===== src/rtl/tsf_pkg.sv =====
package tsf_pkg;
   // Per-edge action of the output pipeline.
   typedef enum logic {
      PIPE_HOLD    = 1'b0,
      PIPE_ADVANCE = 1'b1
   } pipe_act_e;
endpackage


===== src/rtl/tsf_therm_count.sv =====
// Counts the ones of a thermometer word; a bubble only shifts the count by
// the number of misplaced ones, never by a whole segment.
module tsf_therm_count #(
   parameter int W  = 15,
   localparam int CW = $clog2(W + 1)
) (
   input  logic [W-1:0]  therm_i,
   output logic [CW-1:0] count_o
);
   generate
      if (W < 1) begin : g_bad_width
         $error("tsf_therm_count: W must be at least 1");
      end
   endgenerate

   always_comb begin
      count_o = '0;
      for (int i = 0; i < W; i++) begin
         count_o = count_o + CW'(therm_i[i]);
      end
   end
endmodule


===== src/rtl/tsf_code_correct.sv =====
// Merges coarse and fine counts with overlap correction and saturation.
module tsf_code_correct #(
   parameter int CCW      = 4,
   parameter int FCW      = 7,
   parameter int SEG_LSBS = 64,
   parameter int REDUN    = 2,
   parameter int CODE_W   = 10
) (
   input  logic [CCW-1:0]    coarse_cnt_i,
   input  logic [FCW-1:0]    fine_cnt_i,
   output logic [CODE_W-1:0] code_o,
   output logic              ovf_o
);
   localparam int MAX_CODE = (1 << CODE_W) - 1;

   generate
      if (REDUN < 0 || SEG_LSBS < 2) begin : g_bad_cfg
         $error("tsf_code_correct: bad segment or overlap setting");
      end
   endgenerate

   int raw;

   always_comb begin
      raw    = int'(coarse_cnt_i) * SEG_LSBS + int'(fine_cnt_i) - REDUN;
      ovf_o  = 1'b0;
      if (raw < 0) begin
         code_o = '0;
      end else if (raw > MAX_CODE) begin
         code_o = CODE_W'(MAX_CODE);
         ovf_o  = 1'b1;
      end else begin
         code_o = CODE_W'(raw);
      end
   end
endmodule


===== src/rtl/tsf_chan_latch.sv =====
// Channel select register, loaded by an active-low write strobe.
module tsf_chan_latch #(
   parameter int ADDR_W = 2
) (
   input  logic              clk,
   input  logic              rst_n,
   input  logic              wr_n,
   input  logic [ADDR_W-1:0] addr_i,
   output logic [ADDR_W-1:0] sel_o
);
   generate
      if (ADDR_W < 1) begin : g_bad_addr
         $error("tsf_chan_latch: ADDR_W must be at least 1");
      end
   endgenerate

   always_ff @(posedge clk or negedge rst_n) begin
      if (!rst_n) begin
         sel_o <= '0;
      end else if (!wr_n) begin
         sel_o <= addr_i;
      end
   end

   // strobe high keeps the select
   p_chan_keep_r6: assert property (@(posedge clk) disable iff (!rst_n)
      wr_n |=> $stable(sel_o));

   // strobe low loads the presented address
   p_chan_load_r6: assert property (@(posedge clk) disable iff (!rst_n)
      !wr_n |=> (sel_o == $past(addr_i)));
endmodule


===== src/rtl/tsf_out_pipe.sv =====
// Fixed-latency output pipeline with power-down hold and wake-up marking.
module tsf_out_pipe
   import tsf_pkg::*;
#(
   parameter int CODE_W       = 10,
   parameter int ADDR_W       = 2,
   parameter int STAGES       = 2,
   parameter int WAKE_SAMPLES = 2,
   localparam int WCW         = $clog2(WAKE_SAMPLES + 1)
) (
   input  logic              clk,
   input  logic              rst_n,
   input  logic              pwr_dn_i,
   input  logic [CODE_W-1:0] code_i,
   input  logic              ovf_i,
   input  logic [ADDR_W-1:0] chan_i,
   output logic [CODE_W-1:0] code_o,
   output logic              ovf_o,
   output logic [ADDR_W-1:0] chan_o,
   output logic              valid_o
);
   generate
      if (STAGES < 1) begin : g_bad_stages
         $error("tsf_out_pipe: STAGES must be at least 1");
      end
      if (WAKE_SAMPLES < 1) begin : g_bad_wake
         $error("tsf_out_pipe: WAKE_SAMPLES must be at least 1");
      end
   endgenerate

   logic [CODE_W-1:0] st_code [STAGES];
   logic              st_ovf  [STAGES];
   logic [ADDR_W-1:0] st_chan [STAGES];
   logic              st_val  [STAGES];
   logic [WCW-1:0]    wake_q;
   pipe_act_e         act;

   always_comb act = pwr_dn_i ? PIPE_HOLD : PIPE_ADVANCE;

   // Wake-up counter: reloaded while powered down, counts fresh samples after.
   always_ff @(posedge clk or negedge rst_n) begin
      if (!rst_n) begin
         wake_q <= WCW'(WAKE_SAMPLES);
      end else if (act == PIPE_HOLD) begin
         wake_q <= WCW'(WAKE_SAMPLES);
      end else if (wake_q != '0) begin
         wake_q <= wake_q - 1'b1;
      end
   end

   always_ff @(posedge clk or negedge rst_n) begin
      if (!rst_n) begin
         for (int i = 0; i < STAGES; i++) begin
            st_code[i] <= '0;
            st_ovf[i]  <= 1'b0;
            st_chan[i] <= '0;
            st_val[i]  <= 1'b0;
         end
      end else if (act == PIPE_ADVANCE) begin
         for (int i = STAGES - 1; i > 0; i--) begin
            st_code[i] <= st_code[i-1];
            st_ovf[i]  <= st_ovf[i-1];
            st_chan[i] <= st_chan[i-1];
            st_val[i]  <= st_val[i-1];
         end
         st_code[0] <= code_i;
         st_ovf[0]  <= ovf_i;
         st_chan[0] <= chan_i;
         st_val[0]  <= (wake_q == '0);
      end
   end

   assign code_o  = st_code[STAGES-1];
   assign ovf_o   = st_ovf[STAGES-1];
   assign chan_o  = st_chan[STAGES-1];
   assign valid_o = st_val[STAGES-1];

   // a power-down edge freezes every output
   p_pd_hold_r8: assert property (@(posedge clk) disable iff (!rst_n)
      pwr_dn_i |=> ($stable(code_o) && $stable(ovf_o) && $stable(chan_o) && $stable(valid_o)));

   // the sample taken on the release edge is marked not valid
   p_wake_invalid_r9: assert property (@(posedge clk) disable iff (!rst_n)
      $fell(pwr_dn_i) |=> !st_val[0]);

   // overflow always comes with a saturated code
   p_ovf_full_r4: assert property (@(posedge clk) disable iff (!rst_n)
      ovf_o |-> (code_o == {CODE_W{1'b1}}));
endmodule


===== src/rtl/tsf_adc_backend.sv =====
// Two-step flash digital back end: encode, correct, tag and pipeline.
module tsf_adc_backend #(
   parameter int COARSE_W     = 15,
   parameter int FINE_W       = 67,
   parameter int CODE_W       = 10,
   parameter int REDUN        = 2,
   parameter int ADDR_W       = 2,
   parameter int PIPE_STAGES  = 2,
   parameter int WAKE_SAMPLES = 2
) (
   input  logic                clk,
   input  logic                rst_n,
   input  logic [COARSE_W-1:0] coarse_therm_i,
   input  logic [FINE_W-1:0]   fine_therm_i,
   input  logic                wr_n,
   input  logic [ADDR_W-1:0]   chan_addr_i,
   input  logic                pwr_dn_i,
   output logic [CODE_W-1:0]   code_o,
   output logic                ovf_o,
   output logic [ADDR_W-1:0]   chan_o,
   output logic                data_valid_o
);
   localparam int CCW      = $clog2(COARSE_W + 1);
   localparam int FCW      = $clog2(FINE_W + 1);
   localparam int SEG_LSBS = 1 << (CODE_W - CCW);

   generate
      if ((1 << CCW) != COARSE_W + 1) begin : g_bad_coarse
         $error("tsf_adc_backend: COARSE_W must be a power of two minus one");
      end
      if (CODE_W <= CCW) begin : g_bad_code
         $error("tsf_adc_backend: CODE_W must exceed the coarse bit count");
      end
      if (FINE_W != SEG_LSBS - 1 + 2 * REDUN) begin : g_bad_fine
         $error("tsf_adc_backend: FINE_W must equal segment thresholds plus overlap");
      end
   endgenerate

   logic [CCW-1:0]    coarse_cnt;
   logic [FCW-1:0]    fine_cnt;
   logic [CODE_W-1:0] enc_code;
   logic              enc_ovf;
   logic [ADDR_W-1:0] chan_sel;

   tsf_therm_count #(.W(COARSE_W)) u_coarse_cnt (
      .therm_i (coarse_therm_i),
      .count_o (coarse_cnt)
   );

   tsf_therm_count #(.W(FINE_W)) u_fine_cnt (
      .therm_i (fine_therm_i),
      .count_o (fine_cnt)
   );

   tsf_code_correct #(
      .CCW      (CCW),
      .FCW      (FCW),
      .SEG_LSBS (SEG_LSBS),
      .REDUN    (REDUN),
      .CODE_W   (CODE_W)
   ) u_correct (
      .coarse_cnt_i (coarse_cnt),
      .fine_cnt_i   (fine_cnt),
      .code_o       (enc_code),
      .ovf_o        (enc_ovf)
   );

   tsf_chan_latch #(.ADDR_W(ADDR_W)) u_chan (
      .clk    (clk),
      .rst_n  (rst_n),
      .wr_n   (wr_n),
      .addr_i (chan_addr_i),
      .sel_o  (chan_sel)
   );

   tsf_out_pipe #(
      .CODE_W       (CODE_W),
      .ADDR_W       (ADDR_W),
      .STAGES       (PIPE_STAGES),
      .WAKE_SAMPLES (WAKE_SAMPLES)
   ) u_pipe (
      .clk      (clk),
      .rst_n    (rst_n),
      .pwr_dn_i (pwr_dn_i),
      .code_i   (enc_code),
      .ovf_i    (enc_ovf),
      .chan_i   (chan_sel),
      .code_o   (code_o),
      .ovf_o    (ovf_o),
      .chan_o   (chan_o),
      .valid_o  (data_valid_o)
   );

   // a zero code never carries the overflow flag
   p_zero_no_ovf_r3: assert property (@(posedge clk) disable iff (!rst_n)
      (code_o == '0) |-> !ovf_o);
endmodule


===== config.mk =====
export PLATFORM = sky130hd
export DESIGN_NAME = tsf_adc_backend
export DESIGN_NICKNAME = d
export VERILOG_FILES = /design/src/rtl/tsf_pkg.sv /design/src/rtl/tsf_therm_count.sv /design/src/rtl/tsf_code_correct.sv /design/src/rtl/tsf_chan_latch.sv /design/src/rtl/tsf_out_pipe.sv /design/src/rtl/tsf_adc_backend.sv
export SDC_FILE = /design/constraint.sdc
export NUM_CORES = 1
export LEC_CHECK = 0
export BUFFER_PORTS_ARGS = -buffer_cell sky130_fd_sc_hd__buf_2
export CAP_MARGIN = 20
export CORE_MARGIN = 5
export CORE_UTILIZATION = 60
export CTS_CLUSTER_SIZE = 14
export DETAILED_ROUTE_END_ITERATION = 16
export GPL_ROUTABILITY_DRIVEN = 0
export GPL_TIMING_DRIVEN = 0
export PLACE_DENSITY = 0.88
export SLEW_MARGIN = 20
export SYNTH_ARGS = -nofsm -noshare
export SYNTH_HDL_FRONTEND = slang
export SYNTH_HIERARCHICAL = 1
export SYNTH_SLANG_ARGS = --single-unit

===== constraint.sdc =====
create_clock -name clk -period 2.9 [get_ports clk]
set_input_delay 0.435 -clock clk [delete_from_list [all_inputs] [get_ports clk]]
set_output_delay 0.435 -clock clk [all_outputs]
set_load 0.03 [all_outputs]

==> results.md, run 1 <==
- Die footprint: 0.00865 mm2
- Mapped Cells: just under 400
- Cell area after layout: 0.00514 mm2
- Final Hold Violating Endpoints: 0
- Number of I/O port buffers: 100
- Die X: just over 90 um
- Final core occ: 0.760
- Hold-fix buffers, CTS: 0
- Ys Warns: 6
- Diodes inserted: 0
- # DRC: 0
- Post-synth EDFFs: 0
- Pins Over Slew Limit: 0
- Synthesized area: 0.00413 mm2
- Clk sinks: 32
- Final nets: 689
- Cts bufs inserted: 5
- GR Overflow Total: 0
- Failing checks: setup timing
- Max Cap Viol: 0
- Antenna viol nets, final: 0
- RSZ-0062 raised after global routing: yes
- Synth Net Count: 574
- Post-synthesis cell type count: between 40 and 50
- Non-filler instance count after layout: ~580
- Clock Latency Late Sink: ~0.28 ns
- # rows: 30
- Pin count of the biggest net entering global routing: 33
- Status: finished with violations
- Pre-Repair DR Iteration Count: 4
- First DRT Iteration DRCs: 70
- Final HPWL DP: 6870 um
- Main synth FF type: dfrtp_1
- Final wirelength: just over 8000 um
- IO Pins: 102
- CP endpoint kind: flip-flop
- Asr flop ratio synth: 1.00
- CORE AREA: between 0.006 and 0.007 mm2
- Setup WS pre-CTS: -5.06 ns
- Initial Util: 0.611
- Clk pin slew, worst setup/hold paths: approximately 0.06 ns
- Chip Height: roughly 93 um
- Most common cell after layout, fill and taps aside: inv_1
- Worst path slowest cell: fa_1
- Slew headroom: 0.551
- Syn avg cell area: around 11 um2
- Number of global-route vias before repair: ~3,400
- Final setup vio count: 11
- CTS tree: built
- CP required: 3.06 ns
- Crit Path Category: in2reg
- Share of layout cells above drive strength 1: 0.414
- Most frequent CP cell: fa_1
- Slew @ Worst Pin: approximately 0.67 ns
- DP Area: approximately 0.005 mm2
- Initial antenna violation count: 0
- P&R area growth vs syn: 24.3%
- Crit Path Max Fanout: 5
- Total track usage: 0.203
- CP max stage delay: 0.55 ns
- Vias: just under 3,000
- Minimum clock period: about 7.6 ns
- H-tree depth reported by CTS: 2
- Via/cell ratio: between 5 and 6
- CP delay by family, top: adder cells
- WP data arrival: around 7.8 ns
- Final worst-path setup slack: -4.70 ns
- Max Clk Rate: approximately 0.13 GHz
- Global-route wire length before repair: between 10,000 and 15,000 um
- Post-synthesis sequential area ratio: 0.194
- WP buf/inv: 7
- Average wire per standard cell: between 10 and 15 um
- Crit share post-route: 2.62
- Skew final: 0.00580 ns
- Max clock buf depth: 2
- Worst Setup Start Kind: input pin
- Hold WC Path Type: in2async
- Root Driver: clkbuf_8
- Count of state elements after synthesis: 32
- Most frequent cells in the layout: inv_1, buf_2, fa_1
- Cells after DPL: approximately 570
cells in the mapped netlist (3+ instances only):
cell,n,area share
inv_1,135,0.12
fa_1,68,0.33
dfrtp_1,31,0.19
ha_1,30,0.091
mux2_4,28,0.10
a21oi_1,13,0.016
buf_4,12,0.022
a22oi_1,6,0.011
o21ai_0,6,0.0073
a21o_1,4,0.0073
a31oi_1,4,0.0061
nand2b_1,4,0.0061
xnor2_1,4,0.0085
xor2_1,4,0.0085
buf_6,3,0.0082
nor2_1,3,0.0027
nor2b_1,3,0.0045
logic make-up after synthesis:
family / synth area share
compound gates: 0.0709
xor+xnor: 0.0170
fa+ha+maj: 0.420
buf+inv: 0.155
flops: 0.194
mux: 0.107
simple gates: 0.0351
state kept, by name, indices dropped and copies added, names as in the netlist:
register,cells
u_pipe/wake_q,2
u_pipe/chan_o,2
u_pipe/ovf_o,1
u_pipe/st_val,1
u_pipe/code_o,10
u_pipe/st_ovf,1
u_pipe/valid_o,1
u_pipe/st_code,10
u_pipe/st_chan,2
u_chan/sel_o,2
metal layers:
layer,wire (um),track usage
met3,394,0.0314
met2,4700,0.402
met4,204,0.0720
met5,0,0
met1,2870,0.214
path summary, 6_finish.rpt:
check,slack (ns),to,depth (start not counted),start
worst max-delay path,-4.70,u_pipe/st_code[12]$_DFFE_PN0N_,27,fine_therm_i[35]
worst min-delay path,0.19,u_pipe/code_o[2]$_DFFE_PN0N_,1,rst_n
worst max register to register,1.72,u_pipe/wake_q[1]$_DFFE_PN1P_,4,u_pipe/wake_q[1]$_DFFE_PN1P_
worst min register to register,0.50,u_pipe/st_chan[2]$_DFFE_PN0N_,1,u_chan/sel_o[0]$_DFFE_PN0N_
max in group asynchronous,2.27,u_chan/sel_o[0]$_DFFE_PN0N_,1,rst_n
min in group clk,0.40,u_chan/sel_o[0]$_DFFE_PN0N_,2,chan_addr_i[0]
stage by stage:
stage / hold WS (ns) / setup TNS (ns)
after floorplan: 0.139 / -49.97
after global placement: 0.484 / -54.07
after detailed placement: 0.496 / -55.41
after CTS: 0.205 / -51.00
after global routing: 0.240 / -53.97
final: 0.194 / -51.25
timing repair:
action	in CTS	in global routing
setup buffers	5	3
gates resized for setup	22	14
endpoints found under the setup margin	11	11
pin swaps	8	4
final cells by class:
type                            instances  area [um2]
Fill cell                             436        1620
Sequential cell                        32         802
Clock inverter                          1        5.00
Buffer                                 17         143
Multi-Input combinational cell        203        2890
Tap cell                               80         100
Clock buffer                            6        72.6
Inverter                              136         526
Timing Repair Buffer                  108         599
Power of run 1 is not shown: default switching activity piles up to over one toggle a cycle in this logic, so the estimate is an artifact.
==> inputs of run 2 (changes only) <==
--- a/config.mk
+++ b/config.mk
@@ -13,3 +13,2 @@
 export DETAILED_ROUTE_END_ITERATION = 16
-export GPL_ROUTABILITY_DRIVEN = 0
 export GPL_TIMING_DRIVEN = 0
==> constraint.sdc (replaced) <==
create_clock -name clk -period 2.9 [get_ports clk]
set_input_delay 0.145 -clock clk [delete_from_list [all_inputs] [get_ports clk]]
set_output_delay 0.145 -clock clk [all_outputs]
set_load 0.03 [all_outputs]
==> run 2 against run 1 <==
The run still ends with setup timing left. Non-clock buffer count is 1 higher. Hold slack worse by 0.085 ns. Register-to-register slack hardly changed. Flip-flop and latch count stayed put. Design area is 0.19% higher. Clock-buffer cell count stayed put. Fmax is 4.0% higher.
==> results.md, run 2 (synthesized netlist as in run 1, its figures left out) <==
- CORE AREA: 0.00676 mm2 (unchanged)
- Minimum clock period: 7.31 ns (-0.290 ns)
- Diodes inserted: 0 (unchanged)
- Die footprint: 0.00865 mm2 (unchanged)
- RSZ-0062 raised after global routing: yes
- DR top layer: met4
- # rows: 30 (unchanged)
- GR Overflow Total: 0 (unchanged)
- Final Hold Violating Endpoints: 0 (unchanged)
- Root Driver: clkbuf_8
- Crit Path Max Fanout: 5 (unchanged)
- Max Clk Rate: 0.137 GHz (+4.0%)
- Pre-Repair DR Iteration Count: 4 (unchanged)
- Initial antenna violation count: 0 (unchanged)
- CP Depth: 27 (unchanged)
- Most frequent cells in the layout: inv_1, buf_2, fa_1
- Final wirelength: 8180 um (about the same)
- Clk sinks: 32 (unchanged)
- Pins Over Slew Limit: 0 (unchanged)
- Die X: 93.0 um (unchanged)
- Cells after DPL: 568 (unchanged)
- Most common cell after layout, fill and taps aside: inv_1
- Clk pin slew, worst setup/hold paths: 0.06 ns (about the same)
- CP required: 3.06 ns (about the same)
- Share of layout cells above drive strength 1: 0.413 (-0.000820)
- CP delay by family, top: adder cells
- Skew final: 0.00587 ns (+0.0000708 ns)
- Number of global-route vias before repair: 3,392 (+0.18%)
- Pin count of the biggest net entering global routing: 33 (unchanged)
- CP max stage delay: 0.55 ns (about the same)
- Worst R2R Path Depth: 4 (unchanged)
- Total track usage: 0.203 (+0.000348)
- Antenna viol nets, final: 0 (unchanged)
- Vias: 2,931 (+0.27%)
- WP buf/inv: 7 (unchanged)
- Final HPWL DP: 6870 um (unchanged)
- Clock Latency Late Sink: 0.28 ns (about the same)
- Max clock buf depth: 2 (unchanged)
- Reg2reg start: u_pipe/wake_q[1]$_DFFE_PN1P_
- Chip Height: 93.0 um (unchanged)
- Crit share post-route: 2.52 (-0.100)
- Worst Setup Start Kind: input pin
- Number of I/O port buffers: 100 (unchanged)
- Critical path endpoint: u_pipe/st_code[12]$_DFFE_PN0N_
- Final core occ: 0.762 (+0.00148)
- # DRC: 0 (unchanged)
- Hold WC Path Type: in2reg
- Final setup vio count: 11 (unchanged)
- DP Area: 0.00488 mm2 (unchanged)
- P&R area growth vs syn: 24.6%
- IO Pins: 102 (unchanged)
- Reg2Reg Setup Slack: 1.72 ns (about the same)
- CTS tree: built
- Crit path launch: fine_therm_i[35]
- DRT met1 WL: 2860 um (-0.52%)
- Cts bufs inserted: 5 (unchanged)
- FF-to-FF End: u_pipe/wake_q[1]$_DFFE_PN1P_
- Max Cap Viol: 0 (unchanged)
- Crit Path Category: in2reg
- Cell area after layout: 0.00515 mm2 (+0.19%)
- WP data arrival: 7.47 ns (-0.29 ns)
- H-tree depth reported by CTS: 2 (unchanged)
- Routability cong.: 0.822
- Most frequent CP cell: fa_1
- Worst path slowest cell: fa_1
- Final nets: 690 (+0.15%)
- Global-route wire length before repair: 14,100 um (+0.15%)
- Final worst-path setup slack: -4.41 ns (+0.290 ns)
- Initial Util: 0.611 (unchanged)
- CP endpoint kind: flip-flop
- Non-filler instance count after layout: 584 (+0.17%)
- Via/cell ratio: 5.02 (+0.10%)
- Slew headroom: 0.556 (+0.00511)
- WL met2: 4710 um (+0.26%)
- Slew @ Worst Pin: 0.666 ns (-0.00767 ns)
- Status: finished with violations
- Met3 routed WL: 401 um (+1.8%)
- Failing checks: setup timing
- First DRT Iteration DRCs: 71 (+1.4%)
- WHS: 0.108 ns (-0.0852 ns)
- Average wire per standard cell: 14.0 um (-0.11%)
## run 2: changes by cell type in the layout (fill, tap and decap cells not counted), sizes merged
cell and change:
dlygate4sd3 +1
## run 2: worst min-delay path by stage
| stage | cells after the start | to | startpoint |
|---|---|---|---|
| after floorplan | 0 | u_chan/sel_o[0]$_DFFE_PN0N_ | rst_n |
| after global placement | 1 | u_pipe/ovf_o$_DFFE_PN0N_ | rst_n |
| after detailed placement | 1 | u_pipe/ovf_o$_DFFE_PN0N_ | rst_n |
| after CTS | 2 | u_chan/sel_o[0]$_DFFE_PN0N_ | chan_addr_i[0] |
| after global routing | 2 | u_chan/sel_o[0]$_DFFE_PN0N_ | chan_addr_i[0] |
| final | 2 | u_chan/sel_o[0]$_DFFE_PN0N_ | chan_addr_i[0] |
## run 2: worst reg2reg max path: cells and delay by family (launching register included)
family	cells	cell delay, ns
flops	1	0.53
fa+ha+maj	1	0.22
compound gates	1	0.17
simple gates	1	0.16
buf+inv	1	0.04
## run 2: through the flow
stage	setup WS (ns)	setup TNS, ns
after floorplan	-4.27	-46.78
after global placement	-4.66	-50.88
after detailed placement	-4.77	-52.22
after CTS	-4.40	-47.81
after global routing	-4.67	-50.78
final	-4.41	-48.06
## run 2: final cells by class
| class | count | area, um2 |
|---|---|---|
| Clock buffer | 6 | 72.6 |
| Tap cell | 80 | 100 |
| Inverter | 136 | 526 |
| Buffer | 17 | 143 |
| Sequential cell | 32 | 802 |
| Multi-Input combinational cell | 203 | 2890 |
| Timing Repair Buffer | 109 | 609 |
| Fill cell | 435 | 1610 |
| Clock inverter | 1 | 5.00 |
## run 2: timing repair
action                     4_1_cts  5_1_grt
hold buffers                     1        0
setup buffers                    5        3
hold endpoints to repair        31        0
resized for setup               22       14
pin swaps                        8        4
setup endpoints to repair       11       11
## run 2: layer usage
metal  vias up  GRT usage
li1       1389          -
met1      1424      0.214
met2        95      0.403
met3        23     0.0314
met4         0     0.0720
met5         -          0
Power of run 2 is left out for the same reason.
==> inputs of run 3 (changes only) <==
Settings changed: SKIP_CTS_REPAIR_TIMING set to 1.
==> run 3 against run 2 <==
The run still ends with setup timing left. Flip-flop and latch count unchanged. Critical path type unchanged. Clock skew down 0.0015 ns. Cell count down 0.17%. First-iteration DRC count up 4.2%. Critical endpoint is now u_pipe/st_code[10]$_DFFE_PN0N_. Global-route usage down 1.0 points. Worst setup slack worse by 0.039 ns. Non-clock buffer count down 1.
==> results.md, run 3 (synthesized netlist as in run 1, its figures left out) <==
- Status: finished with violations
- Failing checks: setup timing
- Crit share post-route: 2.54 (+0.0133)
- Setup WS pre-CTS: -4.77 ns (unchanged)
- First DRT Iteration DRCs: 74 (+4.2%)
- Number of global-route vias before repair: 3,297 (-2.8%)
- Clock Latency Late Sink: 0.28 ns (about the same)
- Worst Setup Start Kind: input pin
- Initial Util: 0.611 (unchanged)
- Cts bufs inserted: 5 (unchanged)
- Max clock buf depth: 2 (unchanged)
- CP delay by family, top: adder cells
- Reg2Reg Setup Slack: 1.72 ns (about the same)
- H-tree depth reported by CTS: 2 (unchanged)
- Final wirelength: 7990 um (-2.3%)
- Total track usage: 0.193 (-0.0103)
- WP buf/inv: 8 (+1)
- Slew @ Worst Pin: 0.670 ns (+0.00391 ns)
- Final HPWL DP: 6870 um (unchanged)
- Number of I/O port buffers: 100 (unchanged)
- Most common cell after layout, fill and taps aside: inv_1
- Clk sinks: 32 (unchanged)
- Routability cong.: 0.822 (unchanged)
- Average wire per standard cell: 13.7 um (-2.1%)
- Max Cap Viol: 0 (unchanged)
- RSZ-0062 raised after global routing: yes
- Crit Path Max Fanout: 4 (-1)
- Slew headroom: 0.553 (-0.00260)
- Die footprint: 0.00865 mm2 (unchanged)
- CP endpoint kind: flip-flop
- CP required: 3.06 ns (about the same)
- IO Pins: 102 (unchanged)
- Die X: 93.0 um (unchanged)
- Cell area after layout: 0.00511 mm2 (-0.63%)
- P&R area growth vs syn: 23.8%
- Final setup vio count: 11 (unchanged)
- Clk pin slew, worst setup/hold paths: 0.06 ns (about the same)
- Chip Height: 93.0 um (unchanged)
- Pin count of the biggest net entering global routing: 33 (unchanged)
- Worst path slowest cell: fa_1
- Crit Path Category: in2reg
- GR Overflow Total: 0 (unchanged)
- Most frequent CP cell: fa_1
- Share of layout cells above drive strength 1: 0.406 (-0.00713)
- DP Area: 0.00488 mm2 (unchanged)
- Diodes inserted: 0 (unchanged)
- Final nets: 689 (-0.14%)
- Minimum clock period: 7.35 ns (+0.0387 ns)
- Max Clk Rate: 0.136 GHz (-0.53%)
- WP data arrival: 7.51 ns (+0.04 ns)
- # rows: 30 (unchanged)
- Initial antenna violation count: 0 (unchanged)
- Global-route wire length before repair: 13,500 um (-4.3%)
- Most frequent cells in the layout: inv_1, buf_2, fa_1
- CP max stage delay: 0.55 ns (about the same)
- Pins Over Slew Limit: 0 (unchanged)
- CTS tree: built
- Antenna viol nets, final: 0 (unchanged)
- Skew final: 0.00435 ns (-0.00152 ns)
- WHS: 0.105 ns (-0.00303 ns)
- Hold WC Path Type: in2reg
- Root Driver: clkbuf_8
- Final Hold Violating Endpoints: 0 (unchanged)
- Final worst-path setup slack: -4.45 ns (-0.0387 ns)
- Cells after DPL: 568 (unchanged)
- Pre-Repair DR Iteration Count: 4 (unchanged)
- Vias: 2,884 (-1.6%)
- CORE AREA: 0.00676 mm2 (unchanged)
- Non-filler instance count after layout: 583 (-0.17%)
- # DRC: 0 (unchanged)
- Via/cell ratio: 4.95 (-1.4%)
==> run 3: changes by cell type in the layout (fill, tap and decap cells not counted), sizes merged <==
cell,change
buf,-1
==> run 3: layout make-up <==
| type | count | area [um2] |
|---|---|---|
| multi-input cells | 203 | 2880 |
| well taps | 80 | 100 |
| inverters | 136 | 523 |
| repair buffers | 108 | 594 |
| plain buffers | 17 | 135 |
| flip-flops and latches | 32 | 802 |
| clock inverters | 1 | 5.00 |
| fillers | 431 | 1640 |
| clock buffers | 6 | 72.6 |
==> run 3: final timing paths <==
path,cells past startpoint,startpoint,endpoint
max in group asynchronous,2,rst_n,u_chan/sel_o[0]$_DFFE_PN0N_
setup reg to reg,4,u_pipe/wake_q[1]$_DFFE_PN1P_,u_pipe/wake_q[1]$_DFFE_PN1P_
setup / recovery,30,fine_therm_i[49],u_pipe/st_code[10]$_DFFE_PN0N_
hold / removal,2,chan_addr_i[0],u_chan/sel_o[0]$_DFFE_PN0N_
hold reg to reg,1,u_chan/sel_o[0]$_DFFE_PN0N_,u_pipe/st_chan[2]$_DFFE_PN0N_
min in group asynchronous,2,rst_n,u_pipe/code_o[2]$_DFFE_PN0N_
==> run 3: per-stage QoR <==
stage | TNS (ns) | util
2_1_floorplan | -46.78 | -
3_3_place_gp | -50.88 | 0.722
3_5_place_dp | -52.22 | 0.722
4_1_cts | -48.99 | 0.734
5_1_grt | -51.05 | 0.757
6_report | -48.27 | 0.757
==> run 3: layer usage <==
metal | part of all wire | GRT usage
met1 | 0.36 | 0.209
met3 | 0.042 | 0.0257
met2 | 0.58 | 0.382
met4 | 0.014 | 0.0647
met5 | 0 | 0
Power of run 3 is left out for the same reason.
